[config.mk]
export PLATFORM = sky130hd
export DESIGN_NAME = fmpwm_gen
export DESIGN_NICKNAME = d
export VERILOG_FILES = /design/src/rtl/fmpwm_pkg.sv /design/src/rtl/fmpwm_serial.sv /design/src/rtl/fmpwm_core.sv /design/src/rtl/fmpwm_deadtime.sv /design/src/rtl/fmpwm_gen.sv
export SDC_FILE = /design/constraint.sdc
export NUM_CORES = 1
export LEC_CHECK = 0
export ABC_AREA = 1
export ABC_CLOCK_PERIOD_IN_PS = 3620
export BUFFER_PORTS_ARGS = -buffer_cell sky130_fd_sc_hd__buf_4
export CORE_UTILIZATION = 47
export DETAILED_ROUTE_END_ITERATION = 7
export GPL_ROUTABILITY_DRIVEN = 0
export HOLD_SLACK_MARGIN = 0.06
export PLACE_DENSITY_LB_ADDON = 0.1
export SYNTH_ARGS = -nofsm -noshare
export SYNTH_HDL_FRONTEND = slang
export SYNTH_SLANG_ARGS = --single-unit
[constraint.sdc]
create_clock -name clk -period 3.62 [get_ports clk]
set_clock_uncertainty 0.2 [all_clocks]
set_input_delay 0.181 -clock clk [delete_from_list [all_inputs] [get_ports clk]]
set_output_delay 0.181 -clock clk [all_outputs]
set_load 0.02 [all_outputs]
[src/rtl/fmpwm_pkg.sv]
package fmpwm_pkg;

    typedef enum logic [1:0] {
        DT_OFF  = 2'd0,
        DT_HIGH = 2'd1,
        DT_LOW  = 2'd2,
        DT_GAP  = 2'd3
    } dt_state_t;

    typedef enum logic {
        REG_FREQ = 1'b0,
        REG_CTRL = 1'b1
    } reg_sel_t;

endpackage

[src/rtl/fmpwm_serial.sv]
module fmpwm_serial #(
    parameter int DATA_W = 16
) (
    input  logic              clk,
    input  logic              rst_n,
    input  logic              ser_clk,
    input  logic              ser_data,
    input  logic              ser_load,
    output logic              wr_valid,
    output logic              wr_addr,
    output logic [DATA_W-1:0] wr_data
);
    localparam int SH_W = DATA_W + 1;

    logic            sclk_q;
    logic            load_q;
    logic [SH_W-1:0] shreg;

    always_ff @(posedge clk or negedge rst_n) begin
        if (!rst_n) begin
            sclk_q   <= 1'b0;
            load_q   <= 1'b0;
            shreg    <= '0;
            wr_valid <= 1'b0;
            wr_addr  <= 1'b0;
            wr_data  <= '0;
        end else begin
            sclk_q   <= ser_clk;
            load_q   <= ser_load;
            if (ser_clk && !sclk_q) begin
                shreg <= {shreg[SH_W-2:0], ser_data};
            end
            wr_valid <= ser_load && !load_q;
            if (ser_load && !load_q) begin
                wr_addr <= shreg[SH_W-1];
                wr_data <= shreg[DATA_W-1:0];
            end
        end
    end

    // one strobe edge gives a single write pulse
    assert_single_write_R9: assert property (@(posedge clk) disable iff (!rst_n)
        wr_valid |=> !wr_valid);

endmodule

[src/rtl/fmpwm_core.sv]
module fmpwm_core #(
    parameter int ACC_W = 16,
    parameter int CNT_W = 4,
    parameter int DT_W  = ACC_W - CNT_W
) (
    input  logic             clk,
    input  logic             rst_n,
    input  logic             wr_valid,
    input  logic             wr_addr,
    input  logic [ACC_W-1:0] wr_data,
    output logic             pwm,
    output logic             run,
    output logic [DT_W-1:0]  dead
);
    import fmpwm_pkg::*;

    localparam logic [CNT_W-1:0] CNT_MAX = '1;

    logic [ACC_W-1:0] ftw_sh, ftw_act;
    logic             ftw_pend;
    logic [CNT_W-1:0] duty_sh, duty_act;
    logic [DT_W-1:0]  dead_sh, dead_act;
    logic             ctrl_pend;
    logic [ACC_W-1:0] acc;
    logic             msb_q;
    logic [CNT_W-1:0] cnt;
    logic             pwm_q;
    logic             tick;
    logic             boundary;
    logic             apply;

    assign run      = (ftw_act != '0);
    assign tick     = acc[ACC_W-1] && !msb_q;
    assign boundary = tick && (cnt == CNT_MAX);
    assign apply    = boundary || !run;
    assign pwm      = pwm_q;
    assign dead     = dead_act;

    // shadow and active registers
    always_ff @(posedge clk or negedge rst_n) begin
        if (!rst_n) begin
            ftw_sh    <= '0;
            ftw_act   <= '0;
            ftw_pend  <= 1'b0;
            duty_sh   <= '0;
            duty_act  <= '0;
            dead_sh   <= '0;
            dead_act  <= '0;
            ctrl_pend <= 1'b0;
        end else begin
            if (apply && ftw_pend) begin
                ftw_act  <= ftw_sh;
                ftw_pend <= 1'b0;
            end
            if (apply && ctrl_pend) begin
                duty_act  <= duty_sh;
                dead_act  <= dead_sh;
                ctrl_pend <= 1'b0;
            end
            if (wr_valid && (wr_addr == REG_FREQ)) begin
                ftw_sh   <= wr_data;
                ftw_pend <= 1'b1;
            end
            if (wr_valid && (wr_addr == REG_CTRL)) begin
                duty_sh   <= wr_data[CNT_W-1:0];
                dead_sh   <= wr_data[ACC_W-1:CNT_W];
                ctrl_pend <= 1'b1;
            end
        end
    end

    // accumulator, duty counter and compare
    always_ff @(posedge clk or negedge rst_n) begin
        if (!rst_n) begin
            acc   <= '0;
            msb_q <= 1'b0;
            cnt   <= '0;
            pwm_q <= 1'b0;
        end else begin
            acc   <= acc + ftw_act;
            msb_q <= acc[ACC_W-1];
            if (!run) begin
                cnt <= '0;
            end else if (tick) begin
                cnt <= cnt + 1'b1;
            end
            if (!run) begin
                pwm_q <= 1'b0;
            end else if (duty_act == CNT_MAX) begin
                pwm_q <= 1'b1;
            end else begin
                pwm_q <= (duty_act > cnt);
            end
        end
    end

    // active words hold between period boundaries
    assert_boundary_update_R10: assert property (@(posedge clk) disable iff (!rst_n)
        (run && !boundary) |=> ($stable(duty_act) && $stable(ftw_act) && $stable(dead_act)));

    // zero duty keeps the PWM level low
    assert_zero_duty_R3: assert property (@(posedge clk) disable iff (!rst_n)
        (duty_act == '0) |=> !pwm);

    // full duty keeps the PWM level high while running
    assert_full_duty_R4: assert property (@(posedge clk) disable iff (!rst_n)
        (run && duty_act == CNT_MAX) |=> pwm);

    // a stopped accumulator gives a low PWM level
    assert_stopped_pwm_R7: assert property (@(posedge clk) disable iff (!rst_n)
        !run |=> !pwm);

endmodule

[src/rtl/fmpwm_deadtime.sv]
module fmpwm_deadtime #(
    parameter int DT_W = 12
) (
    input  logic            clk,
    input  logic            rst_n,
    input  logic            pwm,
    input  logic            run,
    input  logic [DT_W-1:0] dead,
    output logic            gate_hi,
    output logic            gate_lo
);
    import fmpwm_pkg::*;

    dt_state_t       state, nxt;
    logic [DT_W-1:0] gap_cnt;
    logic            no_gap;

    assign no_gap = (dead == '0);

    always_comb begin
        nxt = state;
        unique case (state)
            DT_OFF: begin
                if (run) begin
                    if (no_gap) nxt = pwm ? DT_HIGH : DT_LOW;
                    else        nxt = DT_GAP;
                end
            end
            DT_HIGH: begin
                if (!run)      nxt = DT_OFF;
                else if (!pwm) nxt = no_gap ? DT_LOW : DT_GAP;
            end
            DT_LOW: begin
                if (!run)      nxt = DT_OFF;
                else if (pwm)  nxt = no_gap ? DT_HIGH : DT_GAP;
            end
            DT_GAP: begin
                if (!run)                 nxt = DT_OFF;
                else if (gap_cnt == '0)   nxt = pwm ? DT_HIGH : DT_LOW;
            end
            default: nxt = DT_OFF;
        endcase
    end

    // state register and gap counter
    always_ff @(posedge clk or negedge rst_n) begin
        if (!rst_n) begin
            state   <= DT_OFF;
            gap_cnt <= '0;
        end else begin
            state <= nxt;
            if (nxt == DT_GAP && state != DT_GAP) begin
                gap_cnt <= dead - 1'b1;
            end else if (state == DT_GAP && gap_cnt != '0) begin
                gap_cnt <= gap_cnt - 1'b1;
            end
        end
    end

    // registered outputs
    always_ff @(posedge clk or negedge rst_n) begin
        if (!rst_n) begin
            gate_hi <= 1'b0;
            gate_lo <= 1'b0;
        end else begin
            gate_hi <= (nxt == DT_HIGH);
            gate_lo <= (nxt == DT_LOW);
        end
    end

    // no shoot-through
    assert_no_overlap_R6: assert property (@(posedge clk) disable iff (!rst_n)
        !(gate_hi && gate_lo));

    // stop forces both sides low
    assert_stop_low_R7: assert property (@(posedge clk) disable iff (!rst_n)
        !run |=> (!gate_hi && !gate_lo));

    // with a nonzero gap the high side turns on only after the low side is off
    assert_gap_before_hi_R5: assert property (@(posedge clk) disable iff (!rst_n)
        ($rose(gate_hi) && $past(dead) != '0) |-> $past(!gate_lo));

    assert_gap_before_lo_R5: assert property (@(posedge clk) disable iff (!rst_n)
        ($rose(gate_lo) && $past(dead) != '0) |-> $past(!gate_hi));

endmodule

[src/rtl/fmpwm_gen.sv]
module fmpwm_gen #(
    parameter int ACC_W = 16,
    parameter int CNT_W = 4
) (
    input  logic clk,
    input  logic rst_n,
    input  logic ser_clk,
    input  logic ser_data,
    input  logic ser_load,
    output logic gate_hi,
    output logic gate_lo
);
    localparam int DT_W = ACC_W - CNT_W;

    logic             wr_valid;
    logic             wr_addr;
    logic [ACC_W-1:0] wr_data;
    logic             pwm;
    logic             run;
    logic [DT_W-1:0]  dead;

    fmpwm_serial #(.DATA_W(ACC_W)) u_serial (
        .clk      (clk),
        .rst_n    (rst_n),
        .ser_clk  (ser_clk),
        .ser_data (ser_data),
        .ser_load (ser_load),
        .wr_valid (wr_valid),
        .wr_addr  (wr_addr),
        .wr_data  (wr_data)
    );

    fmpwm_core #(.ACC_W(ACC_W), .CNT_W(CNT_W), .DT_W(DT_W)) u_core (
        .clk      (clk),
        .rst_n    (rst_n),
        .wr_valid (wr_valid),
        .wr_addr  (wr_addr),
        .wr_data  (wr_data),
        .pwm      (pwm),
        .run      (run),
        .dead     (dead)
    );

    fmpwm_deadtime #(.DT_W(DT_W)) u_deadtime (
        .clk     (clk),
        .rst_n   (rst_n),
        .pwm     (pwm),
        .run     (run),
        .dead    (dead),
        .gate_hi (gate_hi),
        .gate_lo (gate_lo)
    );

endmodule

* Word level (Yosys, flattened, before mapping)
Cells that the tools add are included.
** Operators by class
- $add $sub $neg :: 4
- $mul :: 0
- Divide/modulo/power cells :: 0
- $lt $le $gt $ge :: 1
- Equal/unequal tests :: 10
- Shift-type cells :: 0
- Multiplexer cells :: 22
- Bitwise logic cells :: 1
- Reductions and logical operators :: 23
** Operators by type and width (number)
- $logic_not A12 Y1 :: 2
- $mux W12 :: 2
- $sub A12 B1 Y12 const B :: 2
- $mux W2 :: 10
- $add A16 B16 Y16 :: 1
- $reduce_bool A16 Y1 :: 1
- $reduce_bool A12 Y1 :: 1
- $logic_and A1 B1 Y1 :: 10
- $eq A2 B2 Y1 const B :: 4
- $eq A4 B4 Y1 const B :: 2
- $mux W4 :: 2
- $pmux W2 S4 :: 1
- $mux W1 :: 7
- $reduce_bool A2 Y1 :: 3
- $add A4 B1 Y4 const B :: 1
- $eq A2 B1 Y1 const B :: 2
- $gt A4 B4 Y1 :: 1
- $logic_not A1 Y1 :: 4
- $ne A2 B2 Y1 const B :: 2
- $logic_not A2 Y1 :: 1
- $logic_or A1 B1 Y1 :: 1
- $not A1 Y1 :: 1
** Storage, ports and cells
- Register bits :: 141
- Bits in latches :: 0
- RAM bits :: 0
- Bits in read-only memories :: 0
- Input bits :: 5
- Memories kept :: 0

* Longest topological paths before layout
Gate-level depths: netlist of the first run.
- Depth in word-level cells :: 8
- Mapped depth :: 18
- Mapped depth without buffers :: 17

* Cells and area by module
A second synthesis of the first run with hierarchy kept.
** Second synthesis, totals
- Cells, all modules :: 873
- Area, all modules :: 7124.3 um^2
** Modules (own cells, without submodules)
- fmpwm_core :: instances 1, cells each 519, area each 4294.1 um^2
- fmpwm_serial :: instances 1, cells each 152, area each 1498.9 um^2
- fmpwm_deadtime :: instances 1, cells each 202, area each 1331.3 um^2

* Worst setup path after synthesis of the first run
OpenSTA, ideal clock, no wires.
- Kind :: flip-flop to flip-flop
- Start :: register u_core.dead_act[4] (netlist: u_core.dead[4])
- End :: register u_deadtime.gap_cnt[4]
- Arrival :: 2090 ps
- Required time :: 3290 ps
- Slack :: 1199 ps
- Cell stages (with the launch flop) :: 17
- Path through :: dfrtp_1 nor2_1 nand2_1 nor2_1 nand2_2 nand2_2 a21oi_4 nand3_4 buf_6 nand2_2 o21ai_4 inv_1 ha_1 nand2_1 nor2_1 xor2_1 o21ai_0
** On the way
- Longest elaborated chain between the ends :: 8
** RTL lines
- from (decl) :: RTL line fmpwm_core.sv:22 : logic [DT_W-1:0] dead_sh, dead_act;
- from (signal assigned) :: RTL line fmpwm_core.sv:57 : dead_act <= dead_sh;
- $logic_not A12 Y1 :: RTL line fmpwm_deadtime.sv:18 : assign no_gap = (dead == '0);
- $mux W1 or $mux W2 (tied branches) :: RTL line fmpwm_deadtime.sv:31, fmpwm_deadtime.sv:35
- $mux W2, on equally long branches :: RTL line fmpwm_deadtime.sv:31, fmpwm_deadtime.sv:35
- $mux W2, on equally long branches :: RTL line fmpwm_deadtime.sv:30, fmpwm_deadtime.sv:34
- $pmux W2 S4 :: RTL line fmpwm_deadtime.sv:22 : unique case (state)
- $eq A2 B2 Y1 :: RTL line fmpwm_deadtime.sv:52 : if (nxt == DT_GAP && state != DT_GAP) begin
- $logic_and A1 B1 Y1 :: RTL line fmpwm_deadtime.sv:52
- $mux W12 or $reduce_bool A2 Y1 (tied branches)
- to (signal assigned) :: RTL line fmpwm_deadtime.sv:53 : gap_cnt <= dead - 1'b1;
- to (signal assigned) :: RTL line fmpwm_deadtime.sv:55 : gap_cnt <= gap_cnt - 1'b1;
- to (decl) :: RTL line fmpwm_deadtime.sv:15 : logic [DT_W-1:0] gap_cnt;
Parallel ways exist; a longest one is shown, timed or not.
A chain may end at the register's enable or synchronous reset.

* Worst setup path in the final report of the first run
- Start :: register u_core.ftw_act[12]
- End :: register u_deadtime.gap_cnt[8]
** On the way
- Longest elaborated chain between the ends :: 6
** RTL lines
- from (decl) :: RTL line fmpwm_core.sv:19 : logic [ACC_W-1:0] ftw_sh, ftw_act;
- from (signal assigned) :: RTL line fmpwm_core.sv:52 : ftw_act <= ftw_sh;
- $reduce_bool A16 Y1 (*) :: RTL line fmpwm_core.sv:32 : assign run = (ftw_act != '0);
- $mux W2, on equally long branches
- $pmux W2 S4 (*) :: RTL line fmpwm_deadtime.sv:22
- $eq A2 B2 Y1 (*) :: RTL line fmpwm_deadtime.sv:52
- $logic_and A1 B1 Y1 (*) :: RTL line fmpwm_deadtime.sv:52
- $mux W12 or $reduce_bool A2 Y1 (tied branches)
Every way passes the cells marked *; elsewhere a longest branch is shown, timed or not.

==> results of run 1 <==
[layer usage]
layer / track usage (%) / wire length (microns) / up-vias
li1: - / - / 2398
met1: 28.1 / 6380 / 2283
met2: 32.4 / 6180 / 66
met3: 4.65 / 340 / 14
met4: 6.88 / 169 / 0
met5: 0 / 0 / -
[layout make-up]
class                           count  area (sq um)
Clock inverter                     11          87.6
Tap cell                          176           220
Clock buffer                       21           460
Inverter                           86           323
Timing Repair Buffer               14           131
Sequential cell                   141          3530
Multi-Input combinational cell    496          2540
Fill cell                        1269          6060
[final timing paths]
check                                                from                                 to  slack [ns]  cells after the start
min                                                 rst_n          u_core.cnt[2]$_DFFE_PN0P_        0.17                      2
max                        u_core.ftw_act[12]$_DFFE_PN0P_  u_deadtime.gap_cnt[8]$_DFFE_PN0P_        0.72                     13
max in group asynchronous                           rst_n      u_core.ftw_sh[11]$_DFFE_PN0P_        2.26                      3
min in group clk                                 ser_load          u_serial.load_q$_DFF_PN0_        0.23                      2
min reg2reg                      u_core.acc[15]$_DFF_PN0_             u_core.msb_q$_DFF_PN0_        0.26                      0
max reg2reg                u_core.ftw_act[12]$_DFFE_PN0P_  u_deadtime.gap_cnt[8]$_DFFE_PN0P_        0.72                     13
[power by group]
group | switching (mW) | total [mW] | internal [mW]
Combinational | 1.96 | 2.99 | 1.03
Sequential | 0.310 | 2.41 | 2.10
Clock | 0.672 | 1.59 | 0.917
Total | 2.94 | 6.99 | 4.04
[state kept, by name, summed over array words and instances, names as in the netlist, 12 cells and up]
signal,count
u_core.acc,16
u_core.dead,12
u_core.dead_sh,12
u_core.ftw_act,16
u_core.ftw_sh,16
u_deadtime.gap_cnt,12
u_serial.shreg,17
u_serial.wr_data,16
[what timing repair did]
| item | CTS | global route |
|---|---|---|
| endpoints found under the setup margin | 0 | 0 |
| hold buffers | 4 | 0 |
| hold endpoints to repair | 101 | 0 |
[kinds of logic (layout without fill, tap and decap cells)]
family	count (synthesis)	in the layout	share of synthesized area [%]
simple gates	339	339	22.4
flops	141	141	54.4
compound gates	118	118	10.0
buf+inv	106	132	6.47
fa+ha+maj	22	22	4.36
xor+xnor	17	17	2.30
[synthesized netlist by cell type, drive strengths merged, types with 2 or more instances]
library cell	instances	share of area, %
xnor2	5	0.68
nand4	11	1.1
xor2	12	1.6
nor3	4	0.31
a21oi	23	1.9
o21ai	87	7.2
inv	86	5.0
clkbuf	13	0.75
nand3	31	2.8
nor4	2	0.19
nor2	42	3.0
nand2	247	15
a31oi	3	0.29
buf	7	0.73
ha	21	4.1
dfrtp	141	54
[critical path: cells and delay by family, from the launching register on]
family	cells	cell delay, ns
adder cells (fa/ha/maj)	1	0.28
flip-flops	1	0.40
buffers and inverters	1	0.13
AND/OR/NAND/NOR	9	1.56
AO/OA/AOI/OAI	2	0.19
==> results by group, run 1 <==
Logic synthesis
  • Yosys cell types: 35
  • Main flop type after synthesis: dfrtp_1
  • Synthesized flop and latch total: 141
  • Fraction of registers with async set/reset: 100%
  • Syn. warnings: 0
  • Number of flops mapped to enable cells by yosys: 0
  • Post-Syn Nets: 770
  • Seq/Total Area, Yosys: 54.4%
  • Synth Area per Inst: 8.72 sq um
  • Mapped Area: 6480 sq um
  • Synthesized instance count: 743

Clock network
  • CTS resizes: 0
  • CTS Sinks: 141
  • CTS clk-pin slew, worst paths: 0.06 ns
  • CTS Buf Count: 17
  • Clk root buf: clkbuf_16
  • Post-CTS Setup Repair Bufs: 0
  • H-tree depth: 4
  • Clk Latency, worst-skew pair: 0.42 ns
  • CTS tree: done
  • Clock Tree Buf Depth: 2

GRT
  • First-pass GRT wire length: 22700 microns
  • Total grt overflow: 0
  • All-layer global routing usage: 20.6%
  • Largest net degree at the start of global routing: 86
  • Initial antenna violation count: 0
  • Vias in the first global route: 4748

Placed design
  • Dpl hpwl: 9210 microns
  • Port bufs: 6
  • Placed insts: 909
  • Placed cell area: 6700 sq um
  • DP Worst Slack: 0.718 ns

Timing
  • Worst Max-Slew Pin Slew: 1.07 ns
  • Max Freq: 0.345 GHz
  • RSZ-0062 raised after global routing: false
  • Final hold vios: 0
  • Final worst setup slack: 0.723 ns
  • Final min period: 2.90 ns
  • Worst hold slack: 0.170 ns
  • Period utilization: 80.0%
  • Max_slew headroom: 28.6%
  • Endpoints failing setup: 0
  • Final Max Tran Viols: 0
  • Setup_tns: 0 ns

Routing
  • Final WL: 13100 microns
  • Post-route DRC: 0
  • DR pass1 iterations: 5
  • Routed vias/inst: 5.04
  • Drt wl/cell: 13.8 microns
  • DR vias: 4761
  • Final ANT Viol Nets: 0
  • Initial drt markers: 259

Pwr
  • Peak VDD IR: 389 uV
  • Static Leak: 3.68 nW
  • Tot Pwr: 6.99 mW
  • Pwr dens: 959 nW/um^2

Cells and area
  • Fin util: 54.6%
  • Layout area overhead: 12.4%
  • ANT cells: 0
  • Finished Cell Area: 7290 sq um
  • Layout cell share with drive strength beyond 1: 9.62%
  • Fin nets: 783
  • Most common cell after layout, fill and taps aside: nand2_1
  • Most frequent cells in the layout: 236 x nand2_1, 141 x dfrtp_1, 82 x inv_1
  • Fin cells: 945

Floorplan
  • Core footprint: 13300 sq um
  • I/O Pins: 7
  • Die height: 119 microns
  • Effective utilization at floorplan: 48.6%
  • Rows: 42
  • Die footprint: 14300 sq um
  • Die Wd: 119 microns

Critical path
  • CP endpoint kind: register
  • CP Max Fanout: 18
  • CP arrival: 3.01 ns
  • Crit Path Category: reg -> reg
  • Worst setup SP type: register
  • Slowest CP cell: dfrtp_1
  • Crit path cell chain: nor2_1 > nand2_1 > nor4_1 > nand2_1 > nand3_4 > o21ai_4 > inv_1 > ha_1 > nand2_1 > nor2_1 > a21oi_1 > nor2_1 > nor2_1
  • Crit path required time: 3.73 ns
  • Crit-path max cell delay: 0.40 ns
  • Critical path's most frequent cell: nor2_1

Flow run
  • Maximum capacitance violations: 0

Run status
  • Status: finished, final reports clean

Min path
  • HP Class: in -> async
(Power assumes the default switching activity.)
==> inputs of run 2 (changes only) <==
--- a/config.mk
+++ b/config.mk
@@ -6,7 +6,7 @@
 export NUM_CORES = 1
 export LEC_CHECK = 0
 export ABC_AREA = 1
-export ABC_CLOCK_PERIOD_IN_PS = 3620
+export ABC_CLOCK_PERIOD_IN_PS = 2500
 export BUFFER_PORTS_ARGS = -buffer_cell sky130_fd_sc_hd__buf_4
 export CORE_UTILIZATION = 47
 export DETAILED_ROUTE_END_ITERATION = 7
==> constraint.sdc (replaced) <==
create_clock -name clk -period 2.5 [get_ports clk]
set_clock_uncertainty 0.2 [all_clocks]
set_input_delay 0.125 -clock clk [delete_from_list [all_inputs] [get_ports clk]]
set_output_delay 0.125 -clock clk [all_outputs]
set_load 0.02 [all_outputs]
==> results by group, run 2 (synthesized netlist as in run 1, its figures left out) <==
Timing
  • Final hold vios: 0 (unchanged)
  • Final worst setup slack: 0.155 ns (-0.568 ns)
  • Endpoints failing setup: 0 (unchanged)
  • Max Freq: 0.426 GHz (+24%)
  • Final Max Tran Viols: 0 (unchanged)
  • Period utilization: 93.8% (+14 points)
  • RSZ-0062 raised after global routing: true
  • Worst hold slack: 0.0347 ns (-0.135 ns)
  • Max_slew headroom: 32.9% (+4.3 points)
  • Worst Max-Slew Pin Slew: 1.00 ns (-0.0663 ns)
  • Final min period: 2.35 ns (-0.552 ns)

Critical path
  • CP arrival: 2.43 ns (-0.58 ns)
  • CP endpoint kind: register
  • Crit Path Category: reg -> reg
  • Crit path cell chain: nor2_1 > nand2_1 > nor2_1 > nand2_2 > nand2_2 > a21oi_4 > nand3_4 > buf_4 > o21ai_2 > ha_1 > nand2_2 > nor2_4 > xor2_1 > o21ai_0
  • Worst setup SP type: register
  • CP Max Fanout: 5 (-13)
  • Critical path's most frequent cell: nand2_2
  • Crit-path max cell delay: 0.38 ns (-0.02 ns)
  • Slowest CP cell: dfrtp_1
  • Flop2flop setup slack: 0.15 ns (-0.57 ns)
  • Crit path required time: 2.59 ns (-1.14 ns)
  • Reg2Reg Depth: 14 (+1)

Clock network
  • CTS Buf Count: 17 (unchanged)
  • CTS Sinks: 141 (unchanged)
  • Clk Latency, worst-skew pair: 0.42 ns (about the same)
  • CTS tree: done
  • Clock Tree Buf Depth: 2 (unchanged)
  • Clk root buf: clkbuf_16
  • H-tree depth: 4 (unchanged)
  • CTS clk-pin slew, worst paths: 0.06 ns (about the same)

Floorplan
  • Effective utilization at floorplan: 48.6% (unchanged)
  • Die Wd: 119 microns (unchanged)
  • I/O Pins: 7 (unchanged)
  • Die height: 119 microns (unchanged)
  • Core footprint: 13300 sq um (unchanged)
  • Die footprint: 14300 sq um (unchanged)
  • Rows: 42 (unchanged)

Cells and area
  • Fin nets: 805 (+2.8%)
  • Most common cell after layout, fill and taps aside: nand2_1
  • Most frequent cells in the layout: 232 x nand2_1, 141 x dfrtp_1, 81 x inv_1
  • Finished Cell Area: 7500 sq um (+2.9%)
  • Max reg flops: 17 (unchanged)
  • Layout area overhead: 15.7%
  • Layout cell share with drive strength beyond 1: 13.8% (+4.2 points)
  • Top reg by flops: u_serial.shreg
  • ANT cells: 0 (unchanged)

GRT
  • All-layer global routing usage: 20.1% (-0.43 points)
  • Total grt overflow: 0 (unchanged)
  • Largest net degree at the start of global routing: 59 (-31%)
  • Vias in the first global route: 4650 (-2.1%)
  • Initial antenna violation count: 0 (unchanged)
  • First-pass GRT wire length: 22200 microns (-2.4%)

Pwr
  • Peak VDD IR: 552 uV (+42%)
  • Pwr dens: 1400 nW/um^2 (+46%)
  • Tot Pwr: 10.5 mW (+51%)
  • Static Leak: 3.80 nW (+3.3%)

Routing
  • DR vias: 4789 (+0.59%)
  • Initial drt markers: 257 (-0.77%)
  • DR pass1 iterations: 4 (-1)
  • Drt wl/cell: 13.4 microns (-3.3%)
  • Post-route DRC: 0 (unchanged)
  • Final ANT Viol Nets: 0 (unchanged)
  • Final WL: 12900 microns (-1.1%)
  • Routed vias/inst: 4.96 (-1.6%)

Min path
  • HP Class: in -> async

Placed design
  • DP Worst Slack: -0.00736 ns (-0.725 ns)
  • Dpl hpwl: 9280 microns (+0.75%)
  • Placed cell area: 6860 sq um (+2.4%)
  • Port bufs: 6 (unchanged)

Flow run
  • Maximum capacitance violations: 0 (unchanged)

Run status
  • Status: finished, final reports clean
run 2: what timing repair did:
item | CTS | global route
pin swaps | 0 | 3
gates resized for setup | 1 | 17
hold buffers | 4 | 0
endpoints found under the hold margin | 158 | 0
setup buffers | 0 | 2
endpoints found under the setup margin | 1 | 26
run 2: path summary, 6_finish.rpt:
path                                             startpoint                                 end
min in group clk                                   ser_load           u_serial.load_q$_DFF_PN0_
worst min register to register     u_core.acc[15]$_DFF_PN0_              u_core.msb_q$_DFF_PN0_
max in group asynchronous                             rst_n       u_core.dead_sh[4]$_DFFE_PN0P_
worst max-delay path            u_core.dead[10]$_DFFE_PN0P_   u_deadtime.gap_cnt[4]$_DFFE_PN0P_
worst min-delay path                                  rst_n  u_deadtime.gap_cnt[10]$_DFFE_PN0P_
worst max register to register  u_core.dead[10]$_DFFE_PN0P_   u_deadtime.gap_cnt[4]$_DFFE_PN0P_
run 2: critical path: cells and delay by family (launching register included):
kind | cells | cell delay, ns
adder cells (fa/ha/maj) | 1 | 0.22
buffers and inverters | 1 | 0.18
AND/OR/NAND/NOR | 8 | 0.68
XOR/XNOR | 1 | 0.16
flip-flops | 1 | 0.38
AO/OA/AOI/OAI | 3 | 0.39
run 2: cell type report:
class / instances / area, sq um
fillers: 1226 / 5850
flip-flops and latches: 141 / 3530
multi-input cells: 496 / 2590
clock buffers: 18 / 439
inverters: 86 / 323
repair buffers: 36 / 313
well taps: 176 / 220
clock inverters: 13 / 91.3
run 2: power by group:
part	total [mW]	leakage [nW]	internal (mW)	switching, mW
logic	4.80	1.72	1.80	3.00
clock network	2.26	0.259	1.29	0.966
registers	3.46	1.82	3.04	0.425
run 2: through the flow:
stage	std cells	setup TNS (ns)	utilization [%]
floorplan	743	0	-
global placement	929	0	51.4
detailed placement	929	-0.00736	51.4
CTS	964	0	55.7
global route	966	-0.00689	56.2
finish	966	0	56.2
run 2: metal layers:
layer | track usage [%] | vias up | routed length (microns)
met4 | 6.80 | 0 | 88
met5 | 0 | - | 0
met3 | 5.03 | 5 | 333
met2 | 31.4 | 53 | 6020
met1 | 27.4 | 2286 | 6480
li1 | - | 2445 | -
